### src/rtl/req_tracker_pkg.sv
package req_tracker_pkg;

    localparam int KIND_W = 4;

    typedef enum logic [KIND_W-1:0] {
        RK_LOAD      = 4'd0,
        RK_IFETCH    = 4'd1,
        RK_STORE     = 4'd2,
        RK_RMW_RD    = 4'd3,
        RK_RMW_WR    = 4'd4,
        RK_LINK_LD   = 4'd5,
        RK_COND_ST   = 4'd6,
        RK_LOCK_RD   = 4'd7,
        RK_LOCK_WR   = 4'd8,
        RK_FLUSH     = 4'd9
    } req_kind_e;

    typedef enum logic [1:0] {
        AS_READY = 2'd0,
        AS_ALIAS = 2'd1,
        AS_FULL  = 2'd2
    } acc_stat_e;

endpackage

### src/rtl/rt_classify.sv
module rt_classify
    import req_tracker_pkg::*;
(
    input  logic [KIND_W-1:0] kind,
    output logic              is_wr
);

    always_comb begin
        case (kind)
            RK_STORE, RK_RMW_RD, RK_RMW_WR, RK_LINK_LD, RK_COND_ST,
            RK_LOCK_RD, RK_LOCK_WR, RK_FLUSH: is_wr = 1'b1;
            default:                          is_wr = 1'b0;
        endcase
    end

endmodule

### src/rtl/rt_table.sv
module rt_table
    import req_tracker_pkg::*;
#(
    parameter int DEPTH  = 4,
    parameter int ADDR_W = 32,
    parameter int TS_W   = 16
) (
    input  logic                             clk,
    input  logic                             rst_n,
    input  logic [ADDR_W-1:0]                lk_line,
    input  logic                             alloc_en,
    input  logic [KIND_W-1:0]                alloc_kind,
    input  logic [TS_W-1:0]                  alloc_ts,
    input  logic                             fr_en,
    input  logic [ADDR_W-1:0]                fr_line,
    output logic                             lk_hit,
    output logic                             has_free,
    output logic                             fr_hit,
    output logic [KIND_W-1:0]                fr_kind,
    output logic [TS_W-1:0]                  fr_ts,
    output logic [DEPTH-1:0]                 ent_vld,
    output logic [DEPTH-1:0][ADDR_W-1:0]     ent_line,
    output logic [DEPTH-1:0][TS_W-1:0]       ent_ts
);

    localparam int IDX_W = (DEPTH > 1) ? $clog2(DEPTH) : 1;

    typedef struct packed {
        logic [DEPTH-1:0]               vld;
        logic [DEPTH-1:0][ADDR_W-1:0]   line;
        logic [DEPTH-1:0][KIND_W-1:0]   kind;
        logic [DEPTH-1:0][TS_W-1:0]     ts;
    } tbl_t;

    tbl_t             tb_q, tb_d;
    logic [IDX_W-1:0] fr_idx, new_idx;
    logic [DEPTH-1:0] vld_after;

    always_comb begin
        fr_hit = 1'b0;
        fr_idx = '0;
        for (int i = 0; i < DEPTH; i++) begin
            if (fr_en && !fr_hit && tb_q.vld[i] && tb_q.line[i] == fr_line) begin
                fr_hit = 1'b1;
                fr_idx = IDX_W'(i);
            end
        end

        vld_after = tb_q.vld;
        if (fr_hit) vld_after[fr_idx] = 1'b0;

        lk_hit = 1'b0;
        for (int i = 0; i < DEPTH; i++) begin
            if (vld_after[i] && tb_q.line[i] == lk_line) lk_hit = 1'b1;
        end

        has_free = 1'b0;
        new_idx  = '0;
        for (int i = 0; i < DEPTH; i++) begin
            if (!has_free && !vld_after[i]) begin
                has_free = 1'b1;
                new_idx  = IDX_W'(i);
            end
        end

        fr_kind = tb_q.kind[fr_idx];
        fr_ts   = tb_q.ts[fr_idx];

        tb_d     = tb_q;
        tb_d.vld = vld_after;
        if (alloc_en && has_free) begin
            tb_d.vld[new_idx]  = 1'b1;
            tb_d.line[new_idx] = lk_line;
            tb_d.kind[new_idx] = alloc_kind;
            tb_d.ts[new_idx]   = alloc_ts;
        end
    end

    always_ff @(posedge clk or negedge rst_n) begin
        if (!rst_n) tb_q <= '0;
        else        tb_q <= tb_d;
    end

    assign ent_vld  = tb_q.vld;
    assign ent_line = tb_q.line;
    assign ent_ts   = tb_q.ts;

endmodule

### src/rtl/rt_watchdog.sv
module rt_watchdog #(
    parameter int N_ENT  = 8,
    parameter int ADDR_W = 32,
    parameter int TS_W   = 16,
    parameter int THRESH = 1000
) (
    input  logic                             clk,
    input  logic                             rst_n,
    input  logic [TS_W-1:0]                  now,
    input  logic                             any_out,
    input  logic [N_ENT-1:0]                 ent_vld,
    input  logic [N_ENT-1:0][ADDR_W-1:0]     ent_line,
    input  logic [N_ENT-1:0][TS_W-1:0]       ent_ts,
    output logic                             dl_flag,
    output logic [ADDR_W-1:0]                dl_line
);

    localparam int              PW   = (N_ENT > 1) ? $clog2(N_ENT) : 1;
    localparam logic [PW-1:0]   LAST = PW'(N_ENT - 1);
    localparam logic [TS_W-1:0] TH   = TS_W'(THRESH);

    typedef struct packed {
        logic [PW-1:0]     ptr;
        logic              flag;
        logic [ADDR_W-1:0] line;
    } wd_t;

    wd_t             wd_q, wd_d;
    logic [TS_W-1:0] age;
    logic            old_hit;

    always_comb begin
        age     = now - ent_ts[wd_q.ptr];
        old_hit = any_out && ent_vld[wd_q.ptr] && (age >= TH);

        wd_d = wd_q;
        if (any_out) wd_d.ptr = (wd_q.ptr == LAST) ? '0 : wd_q.ptr + PW'(1);
        if (old_hit && !wd_q.flag) begin
            wd_d.flag = 1'b1;
            wd_d.line = ent_line[wd_q.ptr];
        end
    end

    always_ff @(posedge clk or negedge rst_n) begin
        if (!rst_n) wd_q <= '0;
        else        wd_q <= wd_d;
    end

    assign dl_flag = wd_q.flag;
    assign dl_line = wd_q.line;

endmodule

### src/rtl/req_tracker.sv
module req_tracker
    import req_tracker_pkg::*;
#(
    parameter int ADDR_W    = 32,
    parameter int LINE_OFS  = 6,
    parameter int RD_DEPTH  = 4,
    parameter int WR_DEPTH  = 4,
    parameter int MAX_OUT   = 6,
    parameter int TS_W      = 16,
    parameter int CNT_W     = 16,
    parameter int DL_THRESH = 1000
) (
    input  logic                                         clk,
    input  logic                                         rst_n,
    input  logic                                         acc_valid,
    input  logic [ADDR_W-1:0]                            acc_addr,
    input  logic [KIND_W-1:0]                            acc_type,
    input  logic                                         cmp_valid,
    input  logic [ADDR_W-1:0]                            cmp_line,
    input  logic                                         cmp_is_wr,
    output logic                                         acc_rsp_valid,
    output logic [1:0]                                   acc_status,
    output logic                                         cmp_rsp_valid,
    output logic [KIND_W-1:0]                            cmp_kind,
    output logic [TS_W-1:0]                              cmp_latency,
    output logic                                         cmp_err,
    output logic [$clog2(RD_DEPTH+WR_DEPTH+1)-1:0]       outstanding,
    output logic [CNT_W-1:0]                             cnt_st_ld,
    output logic [CNT_W-1:0]                             cnt_st_st,
    output logic [CNT_W-1:0]                             cnt_ld_st,
    output logic [CNT_W-1:0]                             cnt_ld_ld,
    output logic                                         dl_flag,
    output logic [ADDR_W-1:0]                            dl_line
);

    localparam int                N_ENT    = RD_DEPTH + WR_DEPTH;
    localparam int                OCC_W    = $clog2(N_ENT + 1);
    localparam logic [OCC_W-1:0]  MAX_OCC  = OCC_W'(MAX_OUT);
    localparam logic [ADDR_W-1:0] OFS_MASK = ADDR_W'((64'd1 << LINE_OFS) - 64'd1);

    typedef struct packed {
        logic [TS_W-1:0]   now;
        logic [OCC_W-1:0]  occ;
        logic              acc_rv;
        logic [1:0]        acc_st;
        logic              cmp_rv;
        logic [KIND_W-1:0] cmp_kd;
        logic [TS_W-1:0]   cmp_lat;
        logic              cmp_er;
        logic [CNT_W-1:0]  c_sl;
        logic [CNT_W-1:0]  c_ss;
        logic [CNT_W-1:0]  c_ls;
        logic [CNT_W-1:0]  c_ll;
    } trk_t;

    trk_t st_q, st_d;

    logic [ADDR_W-1:0] acc_ln, cmp_ln;
    logic              acc_is_wr;
    logic              rd_fr_en, wr_fr_en;
    logic              rd_alloc, wr_alloc;
    logic              rd_lk_hit, wr_lk_hit, rd_free, wr_free;
    logic              rd_fr_hit, wr_fr_hit, freed;
    logic [KIND_W-1:0] rd_fr_kind, wr_fr_kind;
    logic [TS_W-1:0]   rd_fr_ts, wr_fr_ts;
    logic [OCC_W-1:0]  occ_after;
    logic [1:0]        stat;
    logic              any_out;

    logic [RD_DEPTH-1:0]               rd_vld;
    logic [RD_DEPTH-1:0][ADDR_W-1:0]   rd_line;
    logic [RD_DEPTH-1:0][TS_W-1:0]     rd_ts;
    logic [WR_DEPTH-1:0]               wr_vld;
    logic [WR_DEPTH-1:0][ADDR_W-1:0]   wr_line;
    logic [WR_DEPTH-1:0][TS_W-1:0]     wr_ts;

    assign acc_ln   = acc_addr & ~OFS_MASK;
    assign cmp_ln   = cmp_line & ~OFS_MASK;
    assign rd_fr_en = cmp_valid && !cmp_is_wr;
    assign wr_fr_en = cmp_valid && cmp_is_wr;
    assign any_out  = (st_q.occ != '0);

    rt_classify u_cls (
        .kind  (acc_type),
        .is_wr (acc_is_wr)
    );

    rt_table #(.DEPTH(RD_DEPTH), .ADDR_W(ADDR_W), .TS_W(TS_W)) u_rd_tbl (
        .clk        (clk),
        .rst_n      (rst_n),
        .lk_line    (acc_ln),
        .alloc_en   (rd_alloc),
        .alloc_kind (acc_type),
        .alloc_ts   (st_q.now),
        .fr_en      (rd_fr_en),
        .fr_line    (cmp_ln),
        .lk_hit     (rd_lk_hit),
        .has_free   (rd_free),
        .fr_hit     (rd_fr_hit),
        .fr_kind    (rd_fr_kind),
        .fr_ts      (rd_fr_ts),
        .ent_vld    (rd_vld),
        .ent_line   (rd_line),
        .ent_ts     (rd_ts)
    );

    rt_table #(.DEPTH(WR_DEPTH), .ADDR_W(ADDR_W), .TS_W(TS_W)) u_wr_tbl (
        .clk        (clk),
        .rst_n      (rst_n),
        .lk_line    (acc_ln),
        .alloc_en   (wr_alloc),
        .alloc_kind (acc_type),
        .alloc_ts   (st_q.now),
        .fr_en      (wr_fr_en),
        .fr_line    (cmp_ln),
        .lk_hit     (wr_lk_hit),
        .has_free   (wr_free),
        .fr_hit     (wr_fr_hit),
        .fr_kind    (wr_fr_kind),
        .fr_ts      (wr_fr_ts),
        .ent_vld    (wr_vld),
        .ent_line   (wr_line),
        .ent_ts     (wr_ts)
    );

    rt_watchdog #(
        .N_ENT  (N_ENT),
        .ADDR_W (ADDR_W),
        .TS_W   (TS_W),
        .THRESH (DL_THRESH)
    ) u_wd (
        .clk      (clk),
        .rst_n    (rst_n),
        .now      (st_q.now),
        .any_out  (any_out),
        .ent_vld  ({wr_vld, rd_vld}),
        .ent_line ({wr_line, rd_line}),
        .ent_ts   ({wr_ts, rd_ts}),
        .dl_flag  (dl_flag),
        .dl_line  (dl_line)
    );

    always_comb begin
        st_d     = st_q;
        st_d.now = st_q.now + TS_W'(1);

        // completion side is resolved first
        freed     = rd_fr_hit || wr_fr_hit;
        occ_after = st_q.occ - OCC_W'(freed);

        st_d.cmp_rv  = cmp_valid;
        st_d.cmp_er  = cmp_valid && !freed;
        st_d.cmp_kd  = '0;
        st_d.cmp_lat = '0;
        if (wr_fr_hit) begin
            st_d.cmp_kd  = wr_fr_kind;
            st_d.cmp_lat = st_q.now - wr_fr_ts;
        end else if (rd_fr_hit) begin
            st_d.cmp_kd  = rd_fr_kind;
            st_d.cmp_lat = st_q.now - rd_fr_ts;
        end

        // accept decision sees the post-completion state
        stat = AS_READY;
        if (occ_after >= MAX_OCC) begin
            stat = AS_FULL;
        end else if (acc_is_wr) begin
            if (rd_lk_hit) begin
                stat = AS_ALIAS;
                if (acc_valid) st_d.c_sl = st_q.c_sl + CNT_W'(1);
            end else if (wr_lk_hit) begin
                stat = AS_ALIAS;
                if (acc_valid) st_d.c_ss = st_q.c_ss + CNT_W'(1);
            end else if (!wr_free) begin
                stat = AS_FULL;
            end
        end else begin
            if (wr_lk_hit) begin
                stat = AS_ALIAS;
                if (acc_valid) st_d.c_ls = st_q.c_ls + CNT_W'(1);
            end else if (rd_lk_hit) begin
                stat = AS_ALIAS;
                if (acc_valid) st_d.c_ll = st_q.c_ll + CNT_W'(1);
            end else if (!rd_free) begin
                stat = AS_FULL;
            end
        end

        rd_alloc = acc_valid && (stat == AS_READY) && !acc_is_wr;
        wr_alloc = acc_valid && (stat == AS_READY) && acc_is_wr;

        st_d.acc_rv = acc_valid;
        st_d.acc_st = acc_valid ? stat : 2'd0;
        st_d.occ    = occ_after + OCC_W'(rd_alloc || wr_alloc);
    end

    always_ff @(posedge clk or negedge rst_n) begin
        if (!rst_n) st_q <= '0;
        else        st_q <= st_d;
    end

    assign acc_rsp_valid = st_q.acc_rv;
    assign acc_status    = st_q.acc_st;
    assign cmp_rsp_valid = st_q.cmp_rv;
    assign cmp_kind      = st_q.cmp_kd;
    assign cmp_latency   = st_q.cmp_lat;
    assign cmp_err       = st_q.cmp_er;
    assign outstanding   = st_q.occ;
    assign cnt_st_ld     = st_q.c_sl;
    assign cnt_st_st     = st_q.c_ss;
    assign cnt_ld_st     = st_q.c_ls;
    assign cnt_ld_ld     = st_q.c_ll;

endmodule

### config.mk
export PLATFORM = sky130hd
export DESIGN_NAME = req_tracker
export DESIGN_NICKNAME = d
export VERILOG_FILES = /design/src/rtl/req_tracker_pkg.sv /design/src/rtl/rt_classify.sv /design/src/rtl/rt_table.sv /design/src/rtl/rt_watchdog.sv /design/src/rtl/req_tracker.sv
export SDC_FILE = /design/constraint.sdc
export NUM_CORES = 2
export LEC_CHECK = 0
export BUFFER_PORTS_ARGS = -buffer_cell sky130_fd_sc_hd__buf_4
export CAP_MARGIN = 30
export CELL_PAD_IN_SITES_DETAIL_PLACEMENT = 2
export CELL_PAD_IN_SITES_GLOBAL_PLACEMENT = 2
export CORE_MARGIN = 5
export CORE_UTILIZATION = 35
export CTS_CLUSTER_DIAMETER = 120
export CTS_CLUSTER_SIZE = 12
export DETAILED_ROUTE_END_ITERATION = 12
export MAX_ROUTING_LAYER = met4
export PLACE_DENSITY = 0.73
export REMOVE_ABC_BUFFERS = 1
export SLEW_MARGIN = 10
export SYNTH_ARGS = -nofsm -noshare
export SYNTH_HDL_FRONTEND = slang
export SYNTH_HIERARCHICAL = 1
export SYNTH_SLANG_ARGS = --single-unit
### constraint.sdc
create_clock -name clk -period 10.6 [get_ports clk]
set_clock_uncertainty 0.2 [all_clocks]
set_input_delay 1.59 -clock clk [delete_from_list [all_inputs] [get_ports clk]]
set_output_delay 1.59 -clock clk [all_outputs]
set_load 0.005 [all_outputs]
Word level (Yosys, flattened, before mapping)

Memory sizes are Yosys's and may differ from the RTL's.
Cells that the tools add are included.

Output and inout bits: 126
Memories: 1
ROM bits: 16
Register bits: 569

Memories:

| name            | depth | bits a word | rd ports | clocked after memory_dff | wr ports | line             | RTL |
|---|---|---|---|---|---|---|---|
| (no name shown) | 16    | 1           | 1        | 0                        | 0        | rt_classify.sv:9 | `case (kind)` |

Multiplexer cells: 92
Magnitude comparators: 11
Add/sub/neg operators: 11
Equal/unequal tests: 17
Bitwise gates (word level): 10
Reductions and logical operators: 79

Operator list:

| cell                                                                          | count |
|---|---|
| 32-bit equality test                                                          | 16 |
| 212-bit 2-to-1 mux                                                            | 2 |
| 128-bit bitwise mux                                                           | 2 |
| 64-bit bitwise mux                                                            | 2 |
| 32-bit demux with 2-bit select                                                | 2 |
| 32-bit binary-select mux with 3-bit select                                    | 1 |
| 32-bit 2-to-1 mux                                                             | 3 |
| 16-bit by 1-bit adder with 16-bit output (second input constant)              | 5 |
| 16-bit 2-to-1 mux                                                             | 5 |
| 16-bit binary-select mux with 2-bit select                                    | 2 |
| 16-bit demux with 2-bit select                                                | 2 |
| 1-bit logical AND                                                             | 51 |
| 16-bit binary-select mux with 3-bit select                                    | 1 |
| 16-bit subtractor                                                             | 3 |
| 20-bit 2-to-1 mux                                                             | 2 |
| 2-bit 2-to-1 mux                                                              | 17 |
| 1-bit 2-to-1 mux                                                              | 33 |
| 16-bit bitwise mux                                                            | 2 |
| 4-bit 2-to-1 mux                                                              | 6 |
| 1-bit zero test                                                               | 20 |
| 4-bit binary-select mux with 2-bit select                                     | 2 |
| 4-bit demux with 2-bit select                                                 | 2 |
| 16-bit by 10-bit >= comparator with 1-bit output (second input constant)      | 1 |
| 2-bit by 3-bit less-than comparator with 1-bit output (second input constant) | 4 |
| 19 further kinds                                                              | 34 |

Depth between registers and ports, before layout

Depth in word-level cells: 46
Depth in mapped cells: 21
Mapped depth without buffers: 18

Cells and area by module

The synthesis kept the hierarchy.

By module, submodules not included:

| module               | cells each | area each (um^2) | times used |
|---|---|---|---|
| rt_table at u_rd_tbl | 1155       | 13300.3          | 1 |
| rt_table at u_wr_tbl | 1132       | 12983.7          | 1 |
| req_tracker          | 709        | 6872.8           | 1 |
| rt_watchdog          | 390        | 5439.0           | 1 |
| rt_classify          | 2          | 15.0             | 1 |

Worst setup path before layout

OpenSTA, ideal clock, no wires.

Kind: input -> register
From: input cmp_line[28]
To: register (tool-made name)
Stages: 21
Path slack: 3.986 ns
Data arrival time: 6.289 ns
Library setup time: 0.125 ns
Data required time: 10.275 ns
Buffers on the path: 3
Path through: xor2_1 nor4_1 nand4_1 or4_4 nor2b_1 buf_2 nand3_1 or2_2 ha_1 ha_1 xnor2_2 nor2_1 nor3b_4 and3b_1 nor2b_1 nand3_1 or3b_2 or3b_1 buf_6 buf_12 mux2_4

RTL lines:

| what        | line              | RTL |
|---|---|---|
| from (decl) | req_tracker.sv:19 | `input logic [ADDR_W-1:0] cmp_line,` |

==> summary.md <==
| Metric | Value |
|---|---|
| PostCTS Resize Cnt | 0 |
| Area delta synth->final | 1.309% |
| Die width | 342.1 um |
| Tcrit/Tclk final | 0.8001 |
| WL per Instance | 28.97 um |
| DIE AREA | 0.1171 sq mm |
| Post-synthesis cell area | 0.03861 sq mm |
| Post-Syn Instances | around 3,400 |
| Post-synth cell types | 89 |
| Status | completed |
| Htree depth | 2 |
| PwrDens | around 210 mW/mm^2 |
| Cell taking the most area after synthesis | dfrtp_1 |
| Total Power | 8.263 mW |
| Critical Path End Type | flop |
| CP Data Required Time | about 11,000 ps |
| DP Wirelength | 92.63 mm |
| Cell area after layout | 0.03912 sq mm |
| Clk Latency, worst-skew pair | 660 ps |
| Vias in the first global route | 27,067 |
| Core region area | about 0.11 sq mm |
| Yosys reg bits | 569 |
| Remaining Overflow, GRT | 0 |
| Initial Util | 0.3537 |
| Ys async rst share | 1.000 |
| Sequential area share after synthesis | 0.3688 |
| Synth top area share | 0.3688 |
| Share of cells above drive strength 1 | 0.2132 |
| Primary FF master, synth | dfrtp_1 |
| First DRT Iteration DRCs | 1,975 |
| Worst path cell trace | buf_4 -> xor2_1 -> nor4_1 -> nand2_1 -> o41ai_1 -> nand3b_1 -> or2_2 -> ha_1 -> ha_1 -> xnor2_2 -> nor2_1 -> nor3b_4 -> and3b_1 -> nor2b_1 -> nand3_1 -> or3b_2 -> or3b_4 -> buf_4 -> mux2_4 |
| Total negative slack | 0 ps |
| CP arrival | 8790 ps |
| Dpl cells | 4,458 |
| RePlAce Congestion | 0.9476 |
| Cell leakage power | ~18 nW |
| Cell Rows | 121 |
| Worst Hold Class | reg -> reg |
| Final core occ | 0.3584 |
| Drt first pass iters | 6 |
| Io pins | approximately 200 |
| Root Buffer | clkbuf_16 |
| Worst-Margin Slew | 1015 ps |
| Clock period minus worst slack | 8481 ps |
| Final setup vio count | 0 |
| Num CTS Buffers | 53 |
| Worst R2R Setup Slack | 2790 ps |
| Avg Inst Size Synth | 11.40 sq um |
| Final ANT Viol Nets | 0 |
| Critical path peak fanout | 38 |
| YS warnings | 6 |
| DR vias | around 25,000 |
| Fmax | 117.9 MHz |
| VDD IR max | 122.1 uV |
| Synth area leaders | dfrtp_1, buf_4, mux2_1 |
| Total wire length | 131.1 mm |
| Final hold vios | 0 |
| Drc violations | 0 |
| Critical path launch point type | input port |
| DR vias/cell | 5.519 |
| RSZ-0062 raised after global routing | false |
| Setup crit start | cmp_line[26] |
| Bufs on Longest Clock Path | 3 |
| Antenna violations before repair | 6 |
| CTS Hold Bufs | 0 |
| CTS sink count | approximately 570 |
| Placed cell areas | 0.03764 sq mm |
| Largest net degree at the start of global routing | about 110 |
| Max cap viols | 0 |
| Worst slew margin | 0.3235 |
| R2R cell count | 18 |
| Final non-filler cell total | 4,526 |
| Buf+Inv Stages, Crit Path | 2 |
| Port bufs | 186 |
| Hold Crit Depth | 1 |
| Die height | about 340 um |
| Slowest CP cell | o41ai_1 |
| Global-route wire length before repair | 191.7 mm |
| WS Path Type | in -> reg |
| Clk slew on worst S/H paths | roughly 60 ps |
| Critical path's top delay family | simple AND/OR/NAND/NOR gates |
| Crit-path max cell delay | just over 800 ps |
| TritonCTS clock tree | done |
| Nets | 3,175 |
| Slew Viols, Final | 0 |
| GRT Total Usage | 0.2254 |
| Post-CTS setup buffer count | 0 |
| Post-synth EDFFs | 0 |
==> layout by cell type, fill, tap and decap left out, types with 12 or more instances in the layout <==
cell type  synthesis  routed
and3_1            25      25
buf_4            527     215
mux2_4            79      79
nor3_1            15      15
dfrtp_1          569     566
nor4_1            89      89
xnor2_1          296     296
xor2_1           321     321
conb_1             1      60
mux2_1           269     269
ha_1              59      59
mux2_2           138     138
o211ai_1          26      26
nor2_1            48      48
a21oi_1           30      30
mux4_2            98      98
o21ai_0           28      28
a21o_1            12      12
nand3_1           47      47
nand2_1          107     107
clkbuf_16          0      55
a22oi_1           41      41
o21ai_1           26      26
nand4_1          100     100
nor2b_1           13      12
inv_1             74      74
mux2i_1           38      38
==> cell families (layout without fill, tap and decap cells) <==
group                    count (synthesis)  in the layout  synth area share
XOR/XNOR                               621            621            0.1416
buffers and inverters                  760            357            0.1333
AND/OR/NAND/NOR                        522            522           0.07716
flip-flops                             569            569            0.3688
AO/OA/AOI/OAI                          231            231           0.04196
other                                    1             66        0.00009712
multiplexers                           622            622            0.2164
adder cells (fa/ha/maj)                 62             62           0.02067
==> power breakdown <==
| group | internal, mW | leakage, nW | switching, mW |
|---|---|---|---|
| Clock | 0.912 | 0.689 | 0.867 |
| Combinational | 1.53 | 9.63 | 1.54 |
| Sequential | 2.63 | 7.54 | 0.787 |
| Total | 5.07 | 17.9 | 3.19 |
==> synth_stat cells (all sizes together) (4+ instances only) <==
library cell and instances:
a21oi 32, nor3 15, o211ai 28, nand3 47, or3 5, or2 5, mux2 486, clkbuf 96
inv 74, ha 59, xor2 322, o22ai 4, nand4 103, mux4 98, and4 4, nand3b 6
a22o 10, nor2b 13, nor4 91, a21o 12, and3 25, a211oi 11, nand2b 13, nand2 107
buf 590, or4 11, nor2 54, dfrtp 569, mux2i 38, a31oi 5, o21ai 54, a22oi 41
xnor2 299, o21a 5, and2 8
==> stage by stage <==
| step | hold WS [ps] | setup slack (ps) |
|---|---|---|
| after floorplan | 258.7 | 2686 |
| after global placement | 259.9 | 1873 |
| after detailed placement | 279.4 | 1703 |
| after CTS | 294.8 | 2279 |
| after global routing | 304.6 | 2033 |
| final | 293.3 | 2119 |
==> worst max path at each step <==
stage                            end  slack (ps)  cells past startpoint
floorplan           u_wd/dl_line[12]        2690                     13
global placement                flop        1870                     19
detailed placement              flop        1700                     19
CTS                             flop        2280                     19
global route                    flop        2030                     19
finish                          flop        2120                     19
==> final cells by class <==
cell class              count  area (sq um)
fillers                 11272         70040
multi-input cells        2118         19530
flip-flops and latches    569         14250
well taps                1476          1847
repair buffers            224          1799
clock buffers              57          1384
inverters                  74         277.8
clock inverters             2         17.52
diodes                      6         15.01
==> metal layers <==
metal,share of wire,GRT usage,vias up
met2,0.45,0.3434,795
li1,-,-,10571
met4,0.041,0.07804,0
met1,0.45,0.3005,13407
met5,0,-,-
met3,0.068,0.04524,206
(Power assumes the default switching activity.)
